==> config.mk <==
export PLATFORM = sky130hd
export DESIGN_NAME = dram_rowbuf_core
export DESIGN_NICKNAME = d
export VERILOG_FILES = /design/src/rtl/dram_pkg.sv /design/src/rtl/dram_cell_array.sv /design/src/rtl/dram_row_buffer.sv /design/src/rtl/dram_cmd_ctrl.sv /design/src/rtl/dram_rowbuf_core.sv
export SDC_FILE = /design/constraint.sdc
export NUM_CORES = 1
export LEC_CHECK = 0
export BUFFER_PORTS_ARGS = -buffer_cell sky130_fd_sc_hd__buf_2
export CORE_MARGIN = 1
export CORE_UTILIZATION = 25
export DETAILED_ROUTE_END_ITERATION = 10
export MAX_ROUTING_LAYER = met4
export PLACE_DENSITY = 0.42
export SETUP_SLACK_MARGIN = 0.2
export SYNTH_ARGS = -nofsm -noshare
export SYNTH_HDL_FRONTEND = slang
export SYNTH_SLANG_ARGS = --single-unit
==> constraint.sdc <==
create_clock -name clk -period 0.8 [get_ports clk]
set_input_delay 0 -clock clk [delete_from_list [all_inputs] [get_ports clk]]
set_output_delay 0 -clock clk [all_outputs]
set_load 0.01 [all_outputs]
==> src/rtl/dram_pkg.sv <==
package dram_pkg;
  typedef enum logic [1:0] {
    CMD_NOP = 2'd0,
    CMD_ROW = 2'd1,
    CMD_COL = 2'd2,
    CMD_PRE = 2'd3
  } dram_cmd_e;
endpackage

==> src/rtl/dram_cell_array.sv <==
module dram_cell_array #(
  parameter int ROWS = 4,
  parameter int COLS = 4,
  parameter int DW   = 8,
  parameter int AW   = 2,
  localparam int RB  = COLS * DW
) (
  input  logic          clk,
  input  logic          wr_en_i,
  input  logic [AW-1:0] wr_row_i,
  input  logic [RB-1:0] wr_data_i,
  input  logic [AW-1:0] rd_row_i,
  output logic [RB-1:0] rd_data_o
);
  logic [RB-1:0] mem_q [ROWS];

  for (genvar r = 0; r < ROWS; r++) begin : g_row
    logic row_we;
    assign row_we = wr_en_i && (wr_row_i == AW'(r));
    always_ff @(posedge clk) begin
      if (row_we) mem_q[r] <= wr_data_i;
    end
  end

  always_comb begin
    rd_data_o = '0;
    for (int r = 0; r < ROWS; r++) begin
      if (rd_row_i == AW'(r)) rd_data_o = mem_q[r];
    end
  end
endmodule

==> src/rtl/dram_row_buffer.sv <==
module dram_row_buffer #(
  parameter int COLS = 4,
  parameter int DW   = 8,
  parameter int AW   = 2,
  localparam int RB  = COLS * DW
) (
  input  logic          clk,
  input  logic          rst_n,
  input  logic          load_en_i,
  input  logic          load_keep_i,
  input  logic [RB-1:0] load_data_i,
  input  logic          wr_en_i,
  input  logic          rd_en_i,
  input  logic [AW-1:0] col_i,
  input  logic [DW-1:0] wdata_i,
  output logic [RB-1:0] row_data_o,
  output logic [DW-1:0] rdata_o
);
  logic [DW-1:0] cells_q [COLS];
  logic [DW-1:0] cells_d [COLS];
  logic [DW-1:0] rd_sel;
  logic [DW-1:0] rdata_q;

  always_comb begin
    for (int c = 0; c < COLS; c++) cells_d[c] = cells_q[c];
    if (load_en_i && !load_keep_i) begin
      for (int c = 0; c < COLS; c++) cells_d[c] = load_data_i[c*DW +: DW];
    end else if (wr_en_i) begin
      for (int c = 0; c < COLS; c++) begin
        if (col_i == AW'(c)) cells_d[c] = wdata_i;
      end
    end
  end

  always_comb begin
    rd_sel = '0;
    for (int c = 0; c < COLS; c++) begin
      if (col_i == AW'(c)) rd_sel = cells_q[c];
    end
  end

  always_ff @(posedge clk) begin
    for (int c = 0; c < COLS; c++) cells_q[c] <= cells_d[c];
  end

  always_ff @(posedge clk) begin
    if (rd_en_i) rdata_q <= rd_sel;
  end

  for (genvar c = 0; c < COLS; c++) begin : g_flat
    assign row_data_o[c*DW +: DW] = cells_q[c];
  end
  assign rdata_o = rdata_q;

  // a written cell holds the write data on the next cycle
  p_col_write_r4: assert property (@(posedge clk) disable iff (!rst_n)
    (wr_en_i && !load_en_i) |=> (rd_sel == $past(wdata_i)) || (col_i != $past(col_i)));
endmodule

==> src/rtl/dram_cmd_ctrl.sv <==
module dram_cmd_ctrl
  import dram_pkg::*;
#(
  parameter int AW = 2
) (
  input  logic          clk,
  input  logic          rst_n,
  input  logic [1:0]    cmd_i,
  input  logic          we_i,
  input  logic [AW-1:0] addr_i,
  output logic          load_en_o,
  output logic          load_keep_o,
  output logic          wb_en_o,
  output logic [AW-1:0] wb_row_o,
  output logic          col_rd_o,
  output logic          col_wr_o,
  output logic          open_o,
  output logic          rvalid_o,
  output logic          err_o
);
  dram_cmd_e cmd;
  logic is_row, is_col, is_pre;
  logic open_q, open_d;
  logic dirty_q, dirty_d;
  logic [AW-1:0] row_q, row_d;
  logic rvalid_q, rvalid_d;
  logic err_q, err_d;

  assign cmd    = dram_cmd_e'(cmd_i);
  assign is_row = (cmd == CMD_ROW);
  assign is_col = (cmd == CMD_COL);
  assign is_pre = (cmd == CMD_PRE);

  always_comb begin
    load_en_o   = is_row;
    load_keep_o = open_q && (addr_i == row_q);
    wb_en_o     = (is_row || is_pre) && open_q && dirty_q;
    wb_row_o    = row_q;
    col_rd_o    = is_col && !we_i && open_q;
    col_wr_o    = is_col && we_i && open_q;

    open_d   = open_q;
    row_d    = row_q;
    dirty_d  = dirty_q;
    if (is_row) begin
      open_d  = 1'b1;
      row_d   = addr_i;
      dirty_d = 1'b0;
    end else if (is_pre) begin
      open_d  = 1'b0;
      dirty_d = 1'b0;
    end else if (col_wr_o) begin
      dirty_d = 1'b1;
    end
    rvalid_d = col_rd_o;
    err_d    = is_col && !open_q;
  end

  always_ff @(posedge clk or negedge rst_n) begin
    if (!rst_n) begin
      open_q   <= 1'b0;
      dirty_q  <= 1'b0;
      row_q    <= '0;
      rvalid_q <= 1'b0;
      err_q    <= 1'b0;
    end else begin
      open_q   <= open_d;
      dirty_q  <= dirty_d;
      row_q    <= row_d;
      rvalid_q <= rvalid_d;
      err_q    <= err_d;
    end
  end

  assign open_o   = open_q;
  assign rvalid_o = rvalid_q;
  assign err_o    = err_q;

  p_open_after_row_r2: assert property (@(posedge clk) disable iff (!rst_n)
    (cmd_i == 2'd1) |=> open_o);
  p_read_valid_r3: assert property (@(posedge clk) disable iff (!rst_n)
    (cmd_i == 2'd2 && !we_i && open_o) |=> rvalid_o);
  p_closed_col_err_r6: assert property (@(posedge clk) disable iff (!rst_n)
    (cmd_i == 2'd2 && !open_o) |=> (err_o && !rvalid_o));
  p_closed_after_pre_r7: assert property (@(posedge clk) disable iff (!rst_n)
    (cmd_i == 2'd3) |=> !open_o);
  p_idle_pre_r9: assert property (@(posedge clk) disable iff (!rst_n)
    (cmd_i == 2'd3 && !open_o) |=> (!open_o && !err_o));
  p_valid_cause_r10: assert property (@(posedge clk) disable iff (!rst_n)
    rvalid_o |-> $past(cmd_i == 2'd2 && !we_i && open_o));
  p_excl_pulse_r10: assert property (@(posedge clk) disable iff (!rst_n)
    !(rvalid_o && err_o));
endmodule

==> src/rtl/dram_rowbuf_core.sv <==
module dram_rowbuf_core #(
  parameter int ROWS = 4,
  parameter int COLS = 4,
  parameter int DW   = 8,
  localparam int MAXD = (ROWS > COLS) ? ROWS : COLS,
  localparam int AW   = (MAXD > 1) ? $clog2(MAXD) : 1
) (
  input  logic          clk,
  input  logic          rst_n,
  input  logic [1:0]    cmd_i,
  input  logic          we_i,
  input  logic [AW-1:0] addr_i,
  input  logic [DW-1:0] wdata_i,
  output logic [DW-1:0] rdata_o,
  output logic          rvalid_o,
  output logic          err_o,
  output logic          row_open_o
);
  localparam int RB = COLS * DW;

  logic [1:0]    rst_sync_q;
  logic          rst_n_s;
  logic          load_en, load_keep, wb_en, col_rd, col_wr;
  logic [AW-1:0] wb_row;
  logic [RB-1:0] arr_rd_data, buf_row_data;

  always_ff @(posedge clk or negedge rst_n) begin
    if (!rst_n) rst_sync_q <= 2'b00;
    else        rst_sync_q <= {rst_sync_q[0], 1'b1};
  end
  assign rst_n_s = rst_sync_q[1];

  dram_cmd_ctrl #(.AW(AW)) u_ctrl (
    .clk        (clk),
    .rst_n      (rst_n_s),
    .cmd_i      (cmd_i),
    .we_i       (we_i),
    .addr_i     (addr_i),
    .load_en_o  (load_en),
    .load_keep_o(load_keep),
    .wb_en_o    (wb_en),
    .wb_row_o   (wb_row),
    .col_rd_o   (col_rd),
    .col_wr_o   (col_wr),
    .open_o     (row_open_o),
    .rvalid_o   (rvalid_o),
    .err_o      (err_o)
  );

  dram_cell_array #(.ROWS(ROWS), .COLS(COLS), .DW(DW), .AW(AW)) u_array (
    .clk      (clk),
    .wr_en_i  (wb_en),
    .wr_row_i (wb_row),
    .wr_data_i(buf_row_data),
    .rd_row_i (addr_i),
    .rd_data_o(arr_rd_data)
  );

  dram_row_buffer #(.COLS(COLS), .DW(DW), .AW(AW)) u_rowbuf (
    .clk        (clk),
    .rst_n      (rst_n_s),
    .load_en_i  (load_en),
    .load_keep_i(load_keep),
    .load_data_i(arr_rd_data),
    .wr_en_i    (col_wr),
    .rd_en_i    (col_rd),
    .col_i      (addr_i),
    .wdata_i    (wdata_i),
    .row_data_o (buf_row_data),
    .rdata_o    (rdata_o)
  );

  // outputs quiet while reset is applied
  p_reset_quiet_r1: assert property (@(posedge clk)
    !rst_n_s |-> (!row_open_o && !rvalid_o && !err_o));
endmodule

==> metrics.md <==
| Metric | Value |
|---|---|
| Largest net degree at the start of global routing | 21 |
| Fill cell count | 2,490 |
| Crit path DAT | between 1.5 and 2 ns |
| IO Pins | 26 |
| NumNets Final | 482 |
| Hold-fix buffers, CTS | 2 |
| Sequential-to-total area share from yosys stat | 75.5% |
| Fin. Hold Viols | 33 |
| All-Layer GR Usage | 12.6% |
| Leakage | ~3.6 nW |
| Multi-input gate area | 1680 µm² |
| FP Rows | 60 |
| DRC | 0 |
| CP max stage delay | 0.42 ns |
| Post-route setup TNS | -178.97 ns |
| Slew Limit Fails | 0 |
| DRT Pass-1 Iters | 4 |
| Final wirelength | 16,500 µm |
| Commonest non-fill, non-tap cell in the layout | edfxtp_1 |
| Clock sinks | roughly 180 |
| CP required | 0.97 ns |
| Clock transition at path regs | 0.07 ns |
| Die width | 169 µm |
| CTS buffer count | 17 |
| Average cell area after synthesis | 23.7 µm² |
| Global-route wire length before repair | 24,400 µm |
| Initial core utilization | roughly a quarter |
| Share of post-route cells with drive strength above 1 | 57.5% |
| Cell Area, Placed | a little over 8000 µm² |
| Initial antenna violation count | 0 |
| Critical-path top delay cell | o31a_2 |
| #FFs+latches synth | about 180 |
| RSZ-0062 raised after global routing | true |
| Worst-case hold slack | -0.0628 ns |
| Vias | 3,544 |
| FMAX | 0.580 GHz |
| GRT overflow | 0 |
| P&R area growth vs syn | 44.6% |
| WL per Instance | 19.3 µm |
| Setup WS post-layout | -0.925 ns |
| Core Region | 27,100 µm² |
| Class of the worst hold path | in2reg |
| Worst-path maximum fanout | 16 |
| Final Cycle Share | 216% |
| CP endpoint kind | flop |
| Gate count of the mapped netlist | around 290 |
| Failing checks | hold timing, setup timing |
| Final GP Congestion | 0.688 |
| Crit start category | flop |
| Crit path time final | 1.73 ns |
| Worst vdd ir | between 0.001 and 0.0015 V |
| Diodes inserted | 0 |
| Vias per cell | 4.16 |
| Post-Route Skew | 0.00889 ns |
| Cell Chain, Critical Path | xor2_1, o31a_2, buf_12, mux2_4 |
| Power Density | between 2000 and 2500 nW/µm² |
| Mapped Area | 6950 µm² |
| Outcome | finished with violations |
| Synth warnings | 0 |
| Die ar. | around 28,000 µm² |
| H-tree depth | 4 |
| Syn nets | 308 |
| Count of different cell masters after synthesis | 26 |
| DPL Wire Length | 9330 µm |
| CTS tree | built |
| Reg area | 5250 µm² |
| Port Buffer Count | 25 |
| Crit path kind | reg2reg |
| Clock Path Buffers | 2 |
| Most frequent cells in the layout | edfxtp_1 (168), buf_6 (72), buf_4 (36), mux4_2 (28), mux2_4 (26) |
| Setup-failing EPs final | about 310 |
| Clock Latency Late Sink | ~0.43 ns |
| Die Y | ~170 µm |
| Post-layout util | 37.1% |
| Root buffer cell | clkbuf_16 |
| Number of max-cap violations | 0 |
| Vias in the first global route | around 3,900 |
| Final Cell Area | between 10,000 and 15,000 µm² |
| Initial DRC count | 189 |
| Antenna Nets Post-Route | 0 |
## area by class of cell
| cell class | instances | share of cell area [%] |
|---|---|---|
| clock buffers | 18 | 4.27 |
| flip-flops and latches | 176 | 52.3 |
| inverters | 5 | 0.311 |
| clock inverters | 14 | 1.79 |
| repair buffers | 169 | 20.0 |
| multi-input cells | 98 | 16.7 |
| well taps | 372 | 4.63 |
## power breakdown
| part | switching [W] | leakage, nW | internal, W |
|---|---|---|---|
| clock network | 0.00360 | 0.296 | 0.00497 |
| registers | 0.0000987 | 1.62 | 0.0103 |
| logic | 0.000769 | 1.70 | 0.00112 |
| total | 0.00446 | 3.62 | 0.0164 |
## logic make-up after synthesis
kind of cell    synth area share (%)
flops                           75.5
mux                             20.2
buf+inv                         1.96
simple gates                    1.10
compound gates                 0.919
xor+xnor                       0.252
other cells                   0.0540
## timing repair
| item | in CTS | in global routing |
|---|---|---|
| gates cloned | 12 | 2 |
| buffers inserted | 37 | 18 |
| gates resized for setup | 79 | 29 |
| setup endpoints to repair | 353 | 353 |
| pin swaps | 5 | 3 |
| endpoints found under the hold margin | 36 | 33 |
## state kept, by name, indices dropped and copies added (netlist names)
| signal | flops |
|---|---|
| u_rowbuf.rdata_o | 8 |
| rst_sync_q | 2 |
| u_ctrl.dirty_q | 1 |
| u_ctrl.rvalid_o | 1 |
| u_ctrl.wb_row_o | 2 |
| u_rowbuf.cells_q | 32 |
| u_ctrl.open_o | 1 |
| u_ctrl.err_o | 1 |
| u_array.mem_q | 128 |
## path summary, 6_finish.rpt
| kind | to | slack (ns) | cells after the start | from |
|---|---|---|---|---|
| hold / removal | u_rowbuf.cells_q[0][5] | -0.06 | 2 | wdata_i[5] |
| min in group asynchronous | u_ctrl.err_o | 0.11 | 0 | rst_sync_q[1] |
| setup / recovery | u_rowbuf.cells_q[2][6] | -0.93 | 4 | u_ctrl.wb_row_o[0] |
| max in group asynchronous | rst_sync_q[0] | 0.26 | 3 | rst_n |
| hold reg to reg | u_ctrl.err_o | 0.11 | 0 | rst_sync_q[1] |
| setup reg to reg | u_rowbuf.cells_q[2][6] | -0.93 | 4 | u_ctrl.wb_row_o[0] |
## cells in the mapped netlist
cell type | count | area (µm²)
edfxtp_1 | 168 | 5040
mux4_2 | 28 | 631
mux2_4 | 26 | 390
mux4_1 | 12 | 315
dfrtp_1 | 8 | 200
mux2_2 | 6 | 67.6
buf_2 | 5 | 25.0
inv_1 | 5 | 18.8
nand2_1 | 5 | 18.8
nor3_1 | 4 | 20.0
o21bai_1 | 4 | 30.0
buf_6 | 3 | 33.8
a21o_1 | 2 | 15.0
buf_12 | 2 | 40.0
clkbuf_1 | 2 | 7.51
o21ai_0 | 2 | 10.0
xor2_1 | 2 | 17.5
and2b_1 | 1 | 7.51
and3_1 | 1 | 6.26
and4b_1 | 1 | 10.0
buf_1 | 1 | 3.75
buf_4 | 1 | 7.51
conb_1 | 1 | 3.75
nand3_1 | 1 | 5.00
nor4b_1 | 1 | 8.76
o31a_1 | 1 | 8.76
## routing by layer
layer | GRT usage (%) | up-vias | part of all wire [%]
met5 | - | - | 0
met4 | 3.44 | 0 | 1.0
met3 | 3.02 | 13 | 2.4
met2 | 19.1 | 47 | 47
met1 | 16.9 | 1894 | 49
li1 | - | 1590 | -
## stage by stage
step,setup slack [ns],cells,total power (W)
6_report,-0.925,852,0.0209
5_1_grt,-0.937,852,0.0216
4_1_cts,-0.913,832,0.0209
3_5_place_dp,-0.903,749,0.0121
3_3_place_gp,-0.884,749,0.0121
2_1_floorplan,-1.04,293,0.0115
## worst max-delay path: cells and delay by family, from the launching register on
| family | cells | cell delay [ns] |
|---|---|---|
| multiplexers | 1 | 0.30 |
| flip-flops | 1 | 0.41 |
| AO/OA/AOI/OAI | 1 | 0.42 |
| XOR/XNOR | 1 | 0.14 |
| buffers and inverters | 1 | 0.19 |
Power figures use the tool's default switching activity.
